--- src/rtl/ps2tx_pkg.sv ---
package ps2tx_pkg;

    localparam int DATA_W    = 8;
    localparam int FRAME_LEN = DATA_W + 3;          // falls per frame incl. ack
    localparam int CNT_W     = $clog2(FRAME_LEN);
    localparam int LAST_SHIFT = FRAME_LEN - 1;       // fall count that ends frame

    localparam logic [1:0] ADDR_CTRL = 2'd0;
    localparam logic [1:0] ADDR_TX   = 2'd1;
    localparam logic [1:0] ADDR_STAT = 2'd2;

    localparam int CTRL_EN_BIT  = 0;
    localparam int CTRL_TXM_BIT = 1;
    localparam int STAT_IDLE_BIT = 0;
    localparam int STAT_TMO_BIT  = 1;

    typedef enum logic [1:0] {
        ST_IDLE,
        ST_INHIBIT,
        ST_RTS,
        ST_SHIFT
    } tx_state_e;

    typedef struct packed {
        tx_state_e        st;
        logic             idle;
        logic             tmo;
        logic             en;
        logic             txm;
        logic             irq;
        logic             clk_oe;
        logic             dat_oe;
        logic [CNT_W-1:0] cnt;
    } tx_regs_t;

    localparam tx_regs_t TX_RST = '{st: ST_IDLE, idle: 1'b1, tmo: 1'b0,
                                    en: 1'b0, txm: 1'b0, irq: 1'b0,
                                    clk_oe: 1'b0, dat_oe: 1'b0, cnt: '0};

endpackage

--- src/rtl/ps2tx_edge.sv ---
module ps2tx_edge #(
    parameter int STAGES = 2
) (
    input  logic clk,
    input  logic rst_n,
    input  logic line_in,
    output logic fall
);
    logic [STAGES:0] pipe_d, pipe_q;

    always_comb begin
        pipe_d = {pipe_q[STAGES-1:0], line_in};
    end

    always_ff @(posedge clk or negedge rst_n) begin
        if (!rst_n) pipe_q <= '1;
        else        pipe_q <= pipe_d;
    end

    assign fall = pipe_q[STAGES] & ~pipe_q[STAGES-1];

endmodule

--- src/rtl/ps2tx_timer.sv ---
module ps2tx_timer #(
    parameter int TW = 8
) (
    input  logic          clk,
    input  logic          rst_n,
    input  logic          load,
    input  logic [TW-1:0] load_val,
    output logic          zero
);
    logic [TW-1:0] cnt_d, cnt_q;

    always_comb begin
        cnt_d = cnt_q;
        if (load)             cnt_d = load_val;
        else if (cnt_q != '0) cnt_d = cnt_q - 1'b1;
    end

    always_ff @(posedge clk or negedge rst_n) begin
        if (!rst_n) cnt_q <= '0;
        else        cnt_q <= cnt_d;
    end

    assign zero = (cnt_q == '0);

    AST_TIMER_STAYS_ZERO: assert property (@(posedge clk) disable iff (!rst_n)
        (!load && zero) |=> zero);

endmodule

--- src/rtl/ps2tx_frame.sv ---
module ps2tx_frame #(
    parameter int DW = 8
) (
    input  logic          clk,
    input  logic          rst_n,
    input  logic          load,
    input  logic [DW-1:0] data,
    input  logic          shift,
    output logic          bit_out
);
    localparam int SW = DW + 2;

    logic [SW-1:0] sr_d, sr_q;

    always_comb begin
        sr_d = sr_q;
        if (load)       sr_d = {1'b1, ~^data, data};
        else if (shift) sr_d = {1'b1, sr_q[SW-1:1]};
    end

    always_ff @(posedge clk or negedge rst_n) begin
        if (!rst_n) sr_q <= '1;
        else        sr_q <= sr_d;
    end

    assign bit_out = sr_q[0];

    AST_FRAME_HOLDS: assert property (@(posedge clk) disable iff (!rst_n)
        (!load && !shift) |=> $stable(sr_q));

endmodule

--- src/rtl/ps2_host_tx.sv ---
module ps2_host_tx
    import ps2tx_pkg::*;
#(
    parameter int INHIBIT_CYC   = 20000,
    parameter int START_TMO_CYC = 3000000,
    parameter int FRAME_TMO_CYC = 400000,
    parameter int SYNC_STAGES   = 2
) (
    input  logic       clk,
    input  logic       rst_n,
    input  logic       wr_en,
    input  logic [1:0] wr_addr,
    input  logic [7:0] wr_data,
    input  logic [1:0] rd_addr,
    output logic [7:0] rd_data,
    input  logic       kbd_clk_in,
    output logic       kbd_clk_oe,
    output logic       kbd_dat_oe,
    output logic       irq
);
    localparam int MAX_CYC = (START_TMO_CYC > FRAME_TMO_CYC)
                           ? ((START_TMO_CYC > INHIBIT_CYC) ? START_TMO_CYC : INHIBIT_CYC)
                           : ((FRAME_TMO_CYC > INHIBIT_CYC) ? FRAME_TMO_CYC : INHIBIT_CYC);
    localparam int TW = $clog2(MAX_CYC + 1);
    localparam logic [TW-1:0] INH_V   = TW'(INHIBIT_CYC);
    localparam logic [TW-1:0] START_V = TW'(START_TMO_CYC);
    localparam logic [TW-1:0] FRAME_V = TW'(FRAME_TMO_CYC);
    localparam logic [CNT_W-1:0] LAST_C = CNT_W'(LAST_SHIFT);

    tx_regs_t q, n;

    logic          fall;
    logic          tmr_load, tmr_zero;
    logic [TW-1:0] tmr_val;
    logic          sh_load, sh_shift, sh_bit;
    logic          ctrl_wr, tx_wr, stat_wr;

    ps2tx_edge #(.STAGES(SYNC_STAGES)) u_edge (
        .clk(clk), .rst_n(rst_n), .line_in(kbd_clk_in), .fall(fall));

    ps2tx_timer #(.TW(TW)) u_timer (
        .clk(clk), .rst_n(rst_n), .load(tmr_load), .load_val(tmr_val),
        .zero(tmr_zero));

    ps2tx_frame #(.DW(DATA_W)) u_frame (
        .clk(clk), .rst_n(rst_n), .load(sh_load), .data(wr_data),
        .shift(sh_shift), .bit_out(sh_bit));

    always_comb begin
        ctrl_wr = wr_en && (wr_addr == ADDR_CTRL);
        tx_wr   = wr_en && (wr_addr == ADDR_TX);
        stat_wr = wr_en && (wr_addr == ADDR_STAT);
    end

    always_comb begin
        n        = q;
        n.irq    = 1'b0;
        tmr_load = 1'b0;
        tmr_val  = '0;
        sh_load  = 1'b0;
        sh_shift = 1'b0;

        if (stat_wr && wr_data[STAT_TMO_BIT]) n.tmo = 1'b0;

        unique case (q.st)
            ST_IDLE: begin
                if (tx_wr && q.en && q.txm) begin
                    n.st     = ST_INHIBIT;
                    n.idle   = 1'b0;
                    n.clk_oe = 1'b1;
                    n.dat_oe = 1'b0;
                    sh_load  = 1'b1;
                    tmr_load = 1'b1;
                    tmr_val  = INH_V;
                end
            end
            ST_INHIBIT: begin
                if (tmr_zero) begin
                    n.st     = ST_RTS;
                    n.clk_oe = 1'b0;
                    n.dat_oe = 1'b1;
                    tmr_load = 1'b1;
                    tmr_val  = START_V;
                end
            end
            ST_RTS: begin
                if (fall) begin
                    n.st     = ST_SHIFT;
                    n.dat_oe = ~sh_bit;
                    n.cnt    = CNT_W'(1);
                    sh_shift = 1'b1;
                    tmr_load = 1'b1;
                    tmr_val  = FRAME_V;
                end else if (tmr_zero) begin
                    n.st     = ST_IDLE;
                    n.idle   = 1'b1;
                    n.tmo    = 1'b1;
                    n.dat_oe = 1'b0;
                end
            end
            ST_SHIFT: begin
                if (fall) begin
                    if (q.cnt == LAST_C) begin
                        n.st     = ST_IDLE;
                        n.idle   = 1'b1;
                        n.dat_oe = 1'b0;
                        n.cnt    = '0;
                    end else begin
                        n.dat_oe = ~sh_bit;
                        n.cnt    = q.cnt + 1'b1;
                        sh_shift = 1'b1;
                    end
                end else if (tmr_zero) begin
                    n.st     = ST_IDLE;
                    n.idle   = 1'b1;
                    n.tmo    = 1'b1;
                    n.dat_oe = 1'b0;
                    n.cnt    = '0;
                end
            end
            default: n = TX_RST;
        endcase

        if (ctrl_wr) begin
            n.en  = wr_data[CTRL_EN_BIT];
            n.txm = wr_data[CTRL_TXM_BIT];
            if (!wr_data[CTRL_EN_BIT] || !wr_data[CTRL_TXM_BIT]) begin
                n.st     = ST_IDLE;
                n.idle   = 1'b1;
                n.clk_oe = 1'b0;
                n.dat_oe = 1'b0;
                n.cnt    = '0;
            end
        end

        if (n.idle && !q.idle) n.irq = 1'b1;
    end

    always_ff @(posedge clk or negedge rst_n) begin
        if (!rst_n) q <= TX_RST;
        else        q <= n;
    end

    always_comb begin
        rd_data = '0;
        unique case (rd_addr)
            ADDR_CTRL: begin
                rd_data[CTRL_EN_BIT]  = q.en;
                rd_data[CTRL_TXM_BIT] = q.txm;
            end
            ADDR_STAT: begin
                rd_data[STAT_IDLE_BIT] = q.idle;
                rd_data[STAT_TMO_BIT]  = q.tmo;
            end
            default: rd_data = '0;
        endcase
    end

    assign kbd_clk_oe = q.clk_oe;
    assign kbd_dat_oe = q.dat_oe;
    assign irq        = q.irq;

    AST_WRITE_DROPS_IDLE: assert property (@(posedge clk) disable iff (!rst_n)
        (tx_wr && q.idle && q.en && q.txm) |=> !q.idle);
    AST_CNT_IN_RANGE: assert property (@(posedge clk) disable iff (!rst_n)
        q.cnt <= LAST_C);
    AST_IDLE_LINES_FREE: assert property (@(posedge clk) disable iff (!rst_n)
        q.idle |-> (!q.clk_oe && !q.dat_oe));
    AST_TMO_WITH_IDLE: assert property (@(posedge clk) disable iff (!rst_n)
        $rose(q.tmo) |-> $rose(q.idle));
    AST_MODE_OFF_ABORTS: assert property (@(posedge clk) disable iff (!rst_n)
        (ctrl_wr && !wr_data[CTRL_TXM_BIT]) |=> q.idle);
    AST_EN_OFF_ABORTS: assert property (@(posedge clk) disable iff (!rst_n)
        (ctrl_wr && !wr_data[CTRL_EN_BIT]) |=> q.idle);
    AST_IRQ_ON_RISE: assert property (@(posedge clk) disable iff (!rst_n)
        q.irq |-> (q.idle && $past(!q.idle)));
    AST_BUSY_WRITE_IGNORED: assert property (@(posedge clk) disable iff (!rst_n)
        (tx_wr && !q.idle && !ctrl_wr) |=> !q.idle || $past(q.st) != ST_IDLE);

endmodule

--- config.mk ---
export PLATFORM = sky130hd
export DESIGN_NAME = ps2_host_tx
export DESIGN_NICKNAME = d
export VERILOG_FILES = /design/src/rtl/ps2tx_pkg.sv /design/src/rtl/ps2tx_edge.sv /design/src/rtl/ps2tx_timer.sv /design/src/rtl/ps2tx_frame.sv /design/src/rtl/ps2_host_tx.sv
export SDC_FILE = /design/constraint.sdc
export NUM_CORES = 1
export LEC_CHECK = 0
export BUFFER_PORTS_ARGS = -buffer_cell sky130_fd_sc_hd__buf_2
export CORE_UTILIZATION = 59
export DETAILED_ROUTE_END_ITERATION = 8
export GPL_TIMING_DRIVEN = 0
export HOLD_SLACK_MARGIN = 0.08
export PLACE_DENSITY = 0.8
export SLEW_MARGIN = 20
export SYNTH_ARGS = -nofsm -noshare
export SYNTH_HDL_FRONTEND = slang
export SYNTH_SLANG_ARGS = --single-unit
--- constraint.sdc ---
create_clock -name clk -period 2.4 [get_ports clk]
set_input_delay 0.36 -clock clk [delete_from_list [all_inputs] [get_ports clk]]
set_output_delay 0.36 -clock clk [all_outputs]
set_load 0.01 [all_outputs]
After elaboration in Yosys (flattened, before gate mapping):

Index checks and enable logic that the tools add are counted.
Widths: inputs -> output; s select.

* output and inout bits: 11
* bits in latches: 0
* memory bits (read-only): 0
* memories: 0
* bits in registers: 48
* RAM bits: 0

* $mul: 0
* order comparisons: 0
* shift operators: 0
* reductions and logical operators: 19
* equality and inequality tests: 7
* divide/modulo/power cells: 0
* $add $sub $neg: 2
* bitwise gates (word level): 3
* muxes and demuxes: 45

Operator list (count)
* $mux 22: 3
* $pmux 22 s3: 1
* $logic_not 22->1: 1
* $reduce_bool 22->1: 1
* $sub 22x1->22 const B: 1
* $mux 10: 2
* $mux 19: 1
* $mux 15: 1
* $mux 3: 5
* $mux 5: 3
* $mux 6: 2
* $mux 1: 11
* $mux 2: 5
* $eq 2x2->1 const B: 4
* $mux 4: 2
* $pmux 2 s4: 1
* $pmux 4 s2: 1
* $reduce_xnor 8->1: 1
* $logic_and 1x1->1: 7
* $logic_not 2->1: 3
* $pmux 1 s2: 3
* $pmux 1 s3: 2
* $add 4x1->4 const B: 1
* $eq 2x1->1 const B: 2
* other kinds (8): 12

Longest topological paths before layout:

Gate-level depths: netlist (run 1).

* depth after elaboration: 11
* depth in mapped cells: 9
* mapped depth without buffers: 7

Modules after synthesis:

A second synthesis (run 1) with hierarchy kept.

* cells, all modules: 299
* area, all modules: 2860.2 sq um

Modules (own cells, without submodules)
* ps2tx_timer: area an instance 1362.6 sq um, times used 1, cells an instance 150
* ps2_host_tx: area an instance 933.4 sq um, times used 1, cells an instance 100
* ps2tx_frame: area an instance 471.7 sq um, times used 1, cells an instance 45
* ps2tx_edge: area an instance 92.6 sq um, times used 1, cells an instance 4

Least setup slack after synthesis (run 1):

Ideal clock, no wire load.

* path kind: flip-flop to flip-flop
* start: reg u_timer.cnt_q[8]
* end: reg q, in the netlist kbd_clk_oe
* required time: 2280 ps
* period minus slack after synthesis: 2083 ps
* slack: 317 ps
* data arrival time: 1962 ps
* cell stages (with the launch flop): 7
* library setup time: 120 ps
* path buffers: 1
* cell sequence: dfrtp_1 nor4_4 nand3b_4 or4_4 or2_4 buf_6 o211a_1

RTL lines
* start, declared: RTL line ps2tx_timer.sv:10 `logic [TW-1:0] cnt_d, cnt_q;`
* start signal, assigned: RTL line ps2tx_timer.sv:20 `else cnt_q <= cnt_d;`
* end signal, assigned: RTL line ps2_host_tx.sv:141 `else q <= n;`
* end, declared: RTL line ps2_host_tx.sv:30 `tx_regs_t q, n;`

==> results of run 1 <==
repair_timing:
item,in CTS,in global routing
endpoints found under the setup margin,0,12
gates resized for setup,0,3
setup buffers,0,4
cell usage after synthesis (all sizes together), types with 2 or more instances:
cell type / count
nor2: 29
nand2b: 4
nand3b: 2
o21ai: 14
dfstp: 13
mux2i: 3
dfrtp: 34
or4: 5
a21o: 2
a21oi: 12
nor3b: 2
or2: 2
a31oi: 9
buf: 8
mux2: 2
xor2: 3
ha: 5
nor3: 14
nand3: 12
or3: 7
nor2b: 2
o211ai: 3
clkbuf: 9
a311oi: 3
nand2: 37
xnor2: 17
nand4: 3
nor4: 8
o31ai: 3
inv: 4
per-layer routing:
metal | vias up | GRT usage [%]
met4 | 0 | 7.94
met1 | 1063 | 35.8
li1 | 1081 | -
met2 | 36 | 38.5
met5 | - | 0
met3 | 9 | 4.53
cell families after synthesis:
group,Yosys count,synth area share [%]
AOI/OAI and AO/OA,55,13.7
and+or+nand+nor,130,25.7
adders and majority gates,5,2.36
other,1,0.142
DFF,47,45.0
xor gates and xnor gates,20,6.61
buffers and inverters,22,4.53
muxes,5,1.98
through the flow:
| step | hold WS [ns] | cell area, um^2 | cells | setup WS, ns | TNS (ns) |
|---|---|---|---|---|---|
| floorplan | 0.0644 | 2670 | 290 | 0.317 | 0 |
| CTS | 0.146 | 2920 | 370 | 0.0348 | 0 |
| global route | 0.107 | 2960 | 374 | -0.0143 | -0.0143 |
| finish | 0.0514 | 2960 | 374 | 0.0994 | 0 |
| detailed placement | 0.348 | 2830 | 362 | 0.0517 | 0 |
| global placement | 0.346 | 2830 | 362 | 0.0697 | 0 |
power by group through the flow:
| stage | Combinational, mW | Sequential [mW] | Clock, mW |
|---|---|---|---|
| 6_report | 0.846 | 1.42 | 0.457 |
| 5_1_grt | 0.964 | 1.47 | 0.501 |
| 3_3_place_gp | 0.806 | 1.42 | 0 |
| 3_5_place_dp | 0.842 | 1.43 | 0 |
| 4_1_cts | 0.847 | 1.41 | 0.473 |
| 2_1_floorplan | 0.667 | 1.36 | 0 |
area by class of cell:
class                      count  area share [%]
multi-input combinational    221            46.2
sequential                    47            40.3
timing repair buffer          24            4.48
buffer                        17            3.42
clock buffer                   7            2.58
tap                           52            2.20
inverter                       5           0.634
clock inverter                 1           0.169
state kept, by name, summed over array words and instances, names as in the netlist:
signal and cells:
kbd_clk_oe 1, kbd_dat_oe 1, u_edge.pipe_q 3, irq 1, u_timer.cnt_q 22, u_frame.sr_q 9
q 10
final timing paths:
check	slack, ns	to	start	cells past startpoint
hold reg to reg	0.36	u_edge.pipe_q[1]$_DFF_PN1_	u_edge.pipe_q[0]$_DFF_PN1_	0
setup / recovery	0.1	kbd_clk_oe$_DFF_PN0_	u_timer.cnt_q[6]$_DFFE_PN0P_	6
max in group asynchronous	1.96	u_frame.sr_q[2]$_DFFE_PN1P_	rst_n	1
min in group clk	0.15	u_edge.pipe_q[0]$_DFF_PN1_	kbd_clk_in	1
setup reg to reg	0.1	kbd_clk_oe$_DFF_PN0_	u_timer.cnt_q[6]$_DFFE_PN0P_	6
hold / removal	0.05	irq$_DFF_PN0_	rst_n	1
==> key figures, run 1 <==
Floorplanning
  • Core ar.: 4320 um^2
  • Row count: 24
  • Area of the die: 4760 um^2
  • Die height: 69.0 um
  • Initial core utilization: 61.3%
  • Die X: 69.0 um
  • I/O pins: 27

Worst setup path
  • CP Class: reg -> reg
  • Worst Path Required: 2.59 ns
  • Buf/Inv on CP: 1
  • Largest fanout on the critical path: 10
  • Startpoint Class: flip-flop
  • CP max stage delay: 0.58 ns
  • Critical path, cell by cell: nor4_4 -> nand3b_4 -> or4_4 -> or2_4 -> buf_6 -> o211a_1
  • Top Family by Delay on Critical Path: simple AND/OR/NAND/NOR gates
  • Nature of the critical path endpoint: flip-flop
  • Arr. time, crit path: 2.49 ns
  • CP max-delay cell: or4_4

Cells and area
  • Area of the multi-input gates: 1370 um^2
  • Net count, final: 342
  • Commonest non-fill, non-tap cells in the layout: 37 x nand2_1, 34 x dfrtp_1, 28 x nor2_1, 19 x buf_2, 17 x xnor2_1
  • Fill count: 348
  • Commonest non-fill, non-tap cell in the layout: nand2_1
  • Synth-to-layout area growth: 11.7%
  • # diodes: 0
  • Layout cell share with drive strength beyond 1: 20.8%
  • Final core occ: 68.4%
  • FF+latch area: 1190 um^2

CTS
  • Sink Count: 47
  • Root buffer cell: clkbuf_8
  • Worst-skew pair later-pin latency: 0.30 ns
  • CTS tree: done
  • H-tree depth: 2
  • CTS Buf Count: 5
  • Worst-path clk slew: 0.08 ns
  • Clock Path Buffers: 2
  • # hold bufs at CTS: 0

Route
  • Vias per cell: 5.85
  • Drt wl/cell: 14.8 um
  • Routed WL: 5.54 mm
  • Residual DRC: 0
  • Routed Antenna Nets: 0
  • Metal3 WL: 189 um
  • Vias: 2189
  • DRT iter0 DRCs: 130
  • Met2 wire length: 2.69 mm
  • Top sig layer: met4
  • Router iterations before antenna repair: 4
  • M1 WL: 2.58 mm

STA
  • Fin. Hold Viols: 0
  • Worst slew pin tran: 0.831 ns
  • Max Slew Vio Count: 0
  • Minimum clock period: 2.30 ns
  • Post-route clock period utilization: 95.9%
  • Max Fclk: 0.435 GHz
  • Skew final: 0.00668 ns
  • Final setup viols: 0
  • Slew margin rel.: 44.2%

Synth
  • Post-synthesis register bit count: 47
  • Main synth FF type: dfrtp_1
  • Post-Synthesis Cells: 285
  • Mapped Area: 2650 um^2
  • Asr flop ratio synth: 100%
  • Sequential area share after synthesis: 45.0%
  • Synth area leaders: dfrtp_1 32%, dfstp_2 13%, xnor2_1 5.6%, nand2_1 5.2%, nor2_1 4.1%
  • Mean area per synthesized cell: 9.30 um^2
  • Cell taking the most area after synthesis: dfrtp_1
  • Synth top area share: 32.1%
  • Ys Warns: 0
  • EDFF count, synth: 0
  • Cell variety after synth: 55

GRT
  • Total global-route track usage: 24.9%
  • Number of global-route vias before repair: 2041
  • Initial antenna violation count: 0
  • First-pass GRT wire length: 9.60 mm
  • Largest net degree at the start of global routing: 48
  • Total congestion overflow: 0

Power and ir drop
  • Sw frac: 36.5%
  • Gate power share: 31.1%
  • Int Power: 1.73 mW
  • Sw Pwr: 0.995 mW
  • Total Power: 2.72 mW
  • P_leak: 1.28 nW
  • Sequential share of power: 52.2%
  • Worst vdd ir: 623 uV
  • Pwr dens: 920 nW/um^2
  • Clock power frac: 16.8%

Run status
  • Status: finished, final reports clean

Place
  • Port Buffers: 20
  • Gp weighted congestion: 0.931
  • Hpwl dp: 3.97 mm

Hold path
  • Worst hold path type: in -> async

Job
  • Max-cap violations: 0
Note: power is estimated with default switching activity, not from simulation.
==> run 2: changes to the inputs <==
- CORE_UTILIZATION: 59 -> 35
- PLACE_DENSITY: 0.8 -> unset
==> run 2 against run 1 <==
  * Final cell count increased by 12%
  * Non-clock buffer count fell by 3
  * Sequential power is essentially flat
  * Critical path depth is 1 higher
  * Wire length increased by 8.9%
  * Hold slack improved by 0.0020 ns
  * Die area grew 66%
  * Clock-buffer cell count down 1
  * Sequential cell count stayed put
  * Global-route usage shrank 8.6 points
  * Worst setup slack improved by 0.020 ns
==> key figures, run 2 (synthesis results as in run 1) <==
Worst setup path
  • Crit path from: u_timer.cnt_q[5]$_DFFE_PN0P_
  • Largest fanout on the critical path: 10
  • Nature of the critical path endpoint: flip-flop
  • Launching point of the worst reg2reg path: u_timer.cnt_q[5]$_DFFE_PN0P_
  • CP Class: reg -> reg
  • Arr. time, crit path: 2.49 ns
  • R2R depth: 7
  • Startpoint Class: flip-flop
  • Capturing point of the worst reg2reg path: kbd_clk_oe$_DFF_PN0_
  • CP max stage delay: 0.59 ns
  • CP max-delay cell: or4_4
  • Worst R2R Setup Slack: 0.12 ns
  • End of the critical path: kbd_clk_oe$_DFF_PN0_
  • Critical path, cell by cell: nor4_4 -> buf_4 -> nand3b_4 -> or4_4 -> or2_4 -> buf_6 -> o211a_1
  • Worst Path Required: 2.61 ns

STA
  • Slew margin rel.: 46.5%
  • RSZ-0062 raised after global routing: no
  • Final setup viols: 0
  • Post-route setup slack: 0.119 ns
  • Worst slew pin tran: 0.796 ns
  • Minimum clock period: 2.28 ns
  • Max Fclk: 0.438 GHz
  • Fin. Hold Viols: 0
  • TNS Setup: 0 ns
  • Post-route clock period utilization: 95.0%
  • Hold_ws: 0.0535 ns
  • Skew final: 0.0124 ns
  • Max Slew Vio Count: 0

Route
  • DRT iter0 DRCs: 110
  • Routed Antenna Nets: 0
  • Vias per cell: 5.32
  • Residual DRC: 0
  • Router iterations before antenna repair: 4
  • Vias: 2223
  • Drt wl/cell: 14.4 um
  • Routed WL: 6.03 mm

CTS
  • CTS Buf Count: 5
  • # hold bufs at CTS: 0
  • Worst-skew pair later-pin latency: 0.31 ns
  • Worst-path clk slew: 0.10 ns
  • Root buffer cell: clkbuf_8
  • CTS tree: done
  • Sink Count: 47
  • Clock Path Buffers: 2
  • H-tree depth: 2

Place
  • Port Buffers: 20
  • Gp weighted congestion: 0.805
  • Pre-CTS WS: 0.0215 ns
  • Hpwl dp: 4.15 mm

Cells and area
  • Final core occ: 41.3%
  • Largest register FFs: 22
  • Synth-to-layout area growth: 13.7%
  • Commonest non-fill, non-tap cells in the layout: 37 x nand2_1, 34 x dfrtp_1, 28 x nor2_1, 19 x buf_2, 17 x xnor2_1
  • Biggest regs: u_timer.cnt_q x22, q x10, u_frame.sr_q x9
  • Net count, final: 339
  • # diodes: 0
  • Biggest register: u_timer.cnt_q
  • Area of the multi-input gates: 1370 um^2
  • Commonest non-fill, non-tap cell in the layout: nand2_1
  • FF+latch area: 1190 um^2
  • Fill count: 760
  • Layout cell share with drive strength beyond 1: 21.0%

GRT
  • Total global-route track usage: 16.3%
  • Number of global-route vias before repair: 2072
  • Initial antenna violation count: 0
  • Total congestion overflow: 0
  • First-pass GRT wire length: 9.95 mm
  • Largest net degree at the start of global routing: 48

Run status
  • Status: finished, final reports clean

Floorplanning
  • I/O pins: 27
  • Row count: 31
  • Die X: 89.0 um
  • Initial core utilization: 36.3%
  • Die height: 89.0 um
  • Area of the die: 7920 um^2
  • Core ar.: 7290 um^2

Power and ir drop
  • P_leak: 1.27 nW
  • Pwr dens: 928 nW/um^2
  • Worst vdd ir: 443 uV

Hold path
  • Worst hold path type: in -> async

Job
  • Max-cap violations: 0
==> run 2: cell count changes in the layout (fill, tap and decap cells not counted), sizes merged <==
cell	change
buf	-3
clkbuf	-1
clkinvlp	+1
==> run 2: layout make-up <==
cell class                      instances  area share, %
Clock buffer                            6           2.74
Tap cell                               99           4.11
Multi-Input combinational cell        221           45.4
Inverter                                5          0.623
Buffer                                 17           3.40
Sequential cell                        47           39.6
Clock inverter                          2          0.540
Timing Repair Buffer                   21           3.65
==> run 2: worst min path at each step <==
stage / from / to / slack (ns) / cells after the start
floorplan: rst_n / irq$_DFF_PN0_ / 0.06 / 0
global placement: u_edge.pipe_q[0]$_DFF_PN1_ / u_edge.pipe_q[1]$_DFF_PN1_ / 0.35 / 0
detailed placement: u_edge.pipe_q[0]$_DFF_PN1_ / u_edge.pipe_q[1]$_DFF_PN1_ / 0.35 / 0
CTS: kbd_clk_in / u_edge.pipe_q[0]$_DFF_PN1_ / 0.14 / 1
global route: rst_n / u_timer.cnt_q[13]$_DFFE_PN0P_ / 0.10 / 1
finish: rst_n / u_timer.cnt_q[19]$_DFFE_PN0P_ / 0.05 / 1
==> run 2: per-layer routing <==
metal / GRT usage, % / part of all wire [%] / vias to the layer above
met3: 2.59 / 2.6 / 6
met4: 5.48 / 1.2 / 0
li1: - / - / 1075
met5: 0 / 0 / -
met1: 21.7 / 48 / 1108
met2: 27.1 / 48 / 34
==> run 2: what timing repair did <==
action	CTS	global route
buffers inserted	0	1
endpoints found under the hold margin	0	0
setup endpoints to repair	0	18
resized for setup	0	5
==> run 2: critical path, delay by kind of cell, from the launching register on <==
family	cells	cell delay [ns]
simple gates	4	1.29
flops	1	0.46
buf+inv	2	0.33
compound gates	1	0.10
==> run 2: per-stage QoR <==
stage / area [um^2] / std cells / total power, mW
floorplan: 2670 / 290 / 2.03
global placement: 2890 / 409 / 2.23
detailed placement: 2890 / 409 / 2.27
CTS: 2990 / 417 / 2.80
global route: 3010 / 418 / 3.00
finish: 3010 / 418 / 2.80
==> run 2: where the power goes <==
part / total (mW) / internal, mW / switching (mW)
Combinational: 0.854 / 0.415 / 0.439
Sequential: 1.42 / 1.12 / 0.304
Clock: 0.520 / 0.236 / 0.284
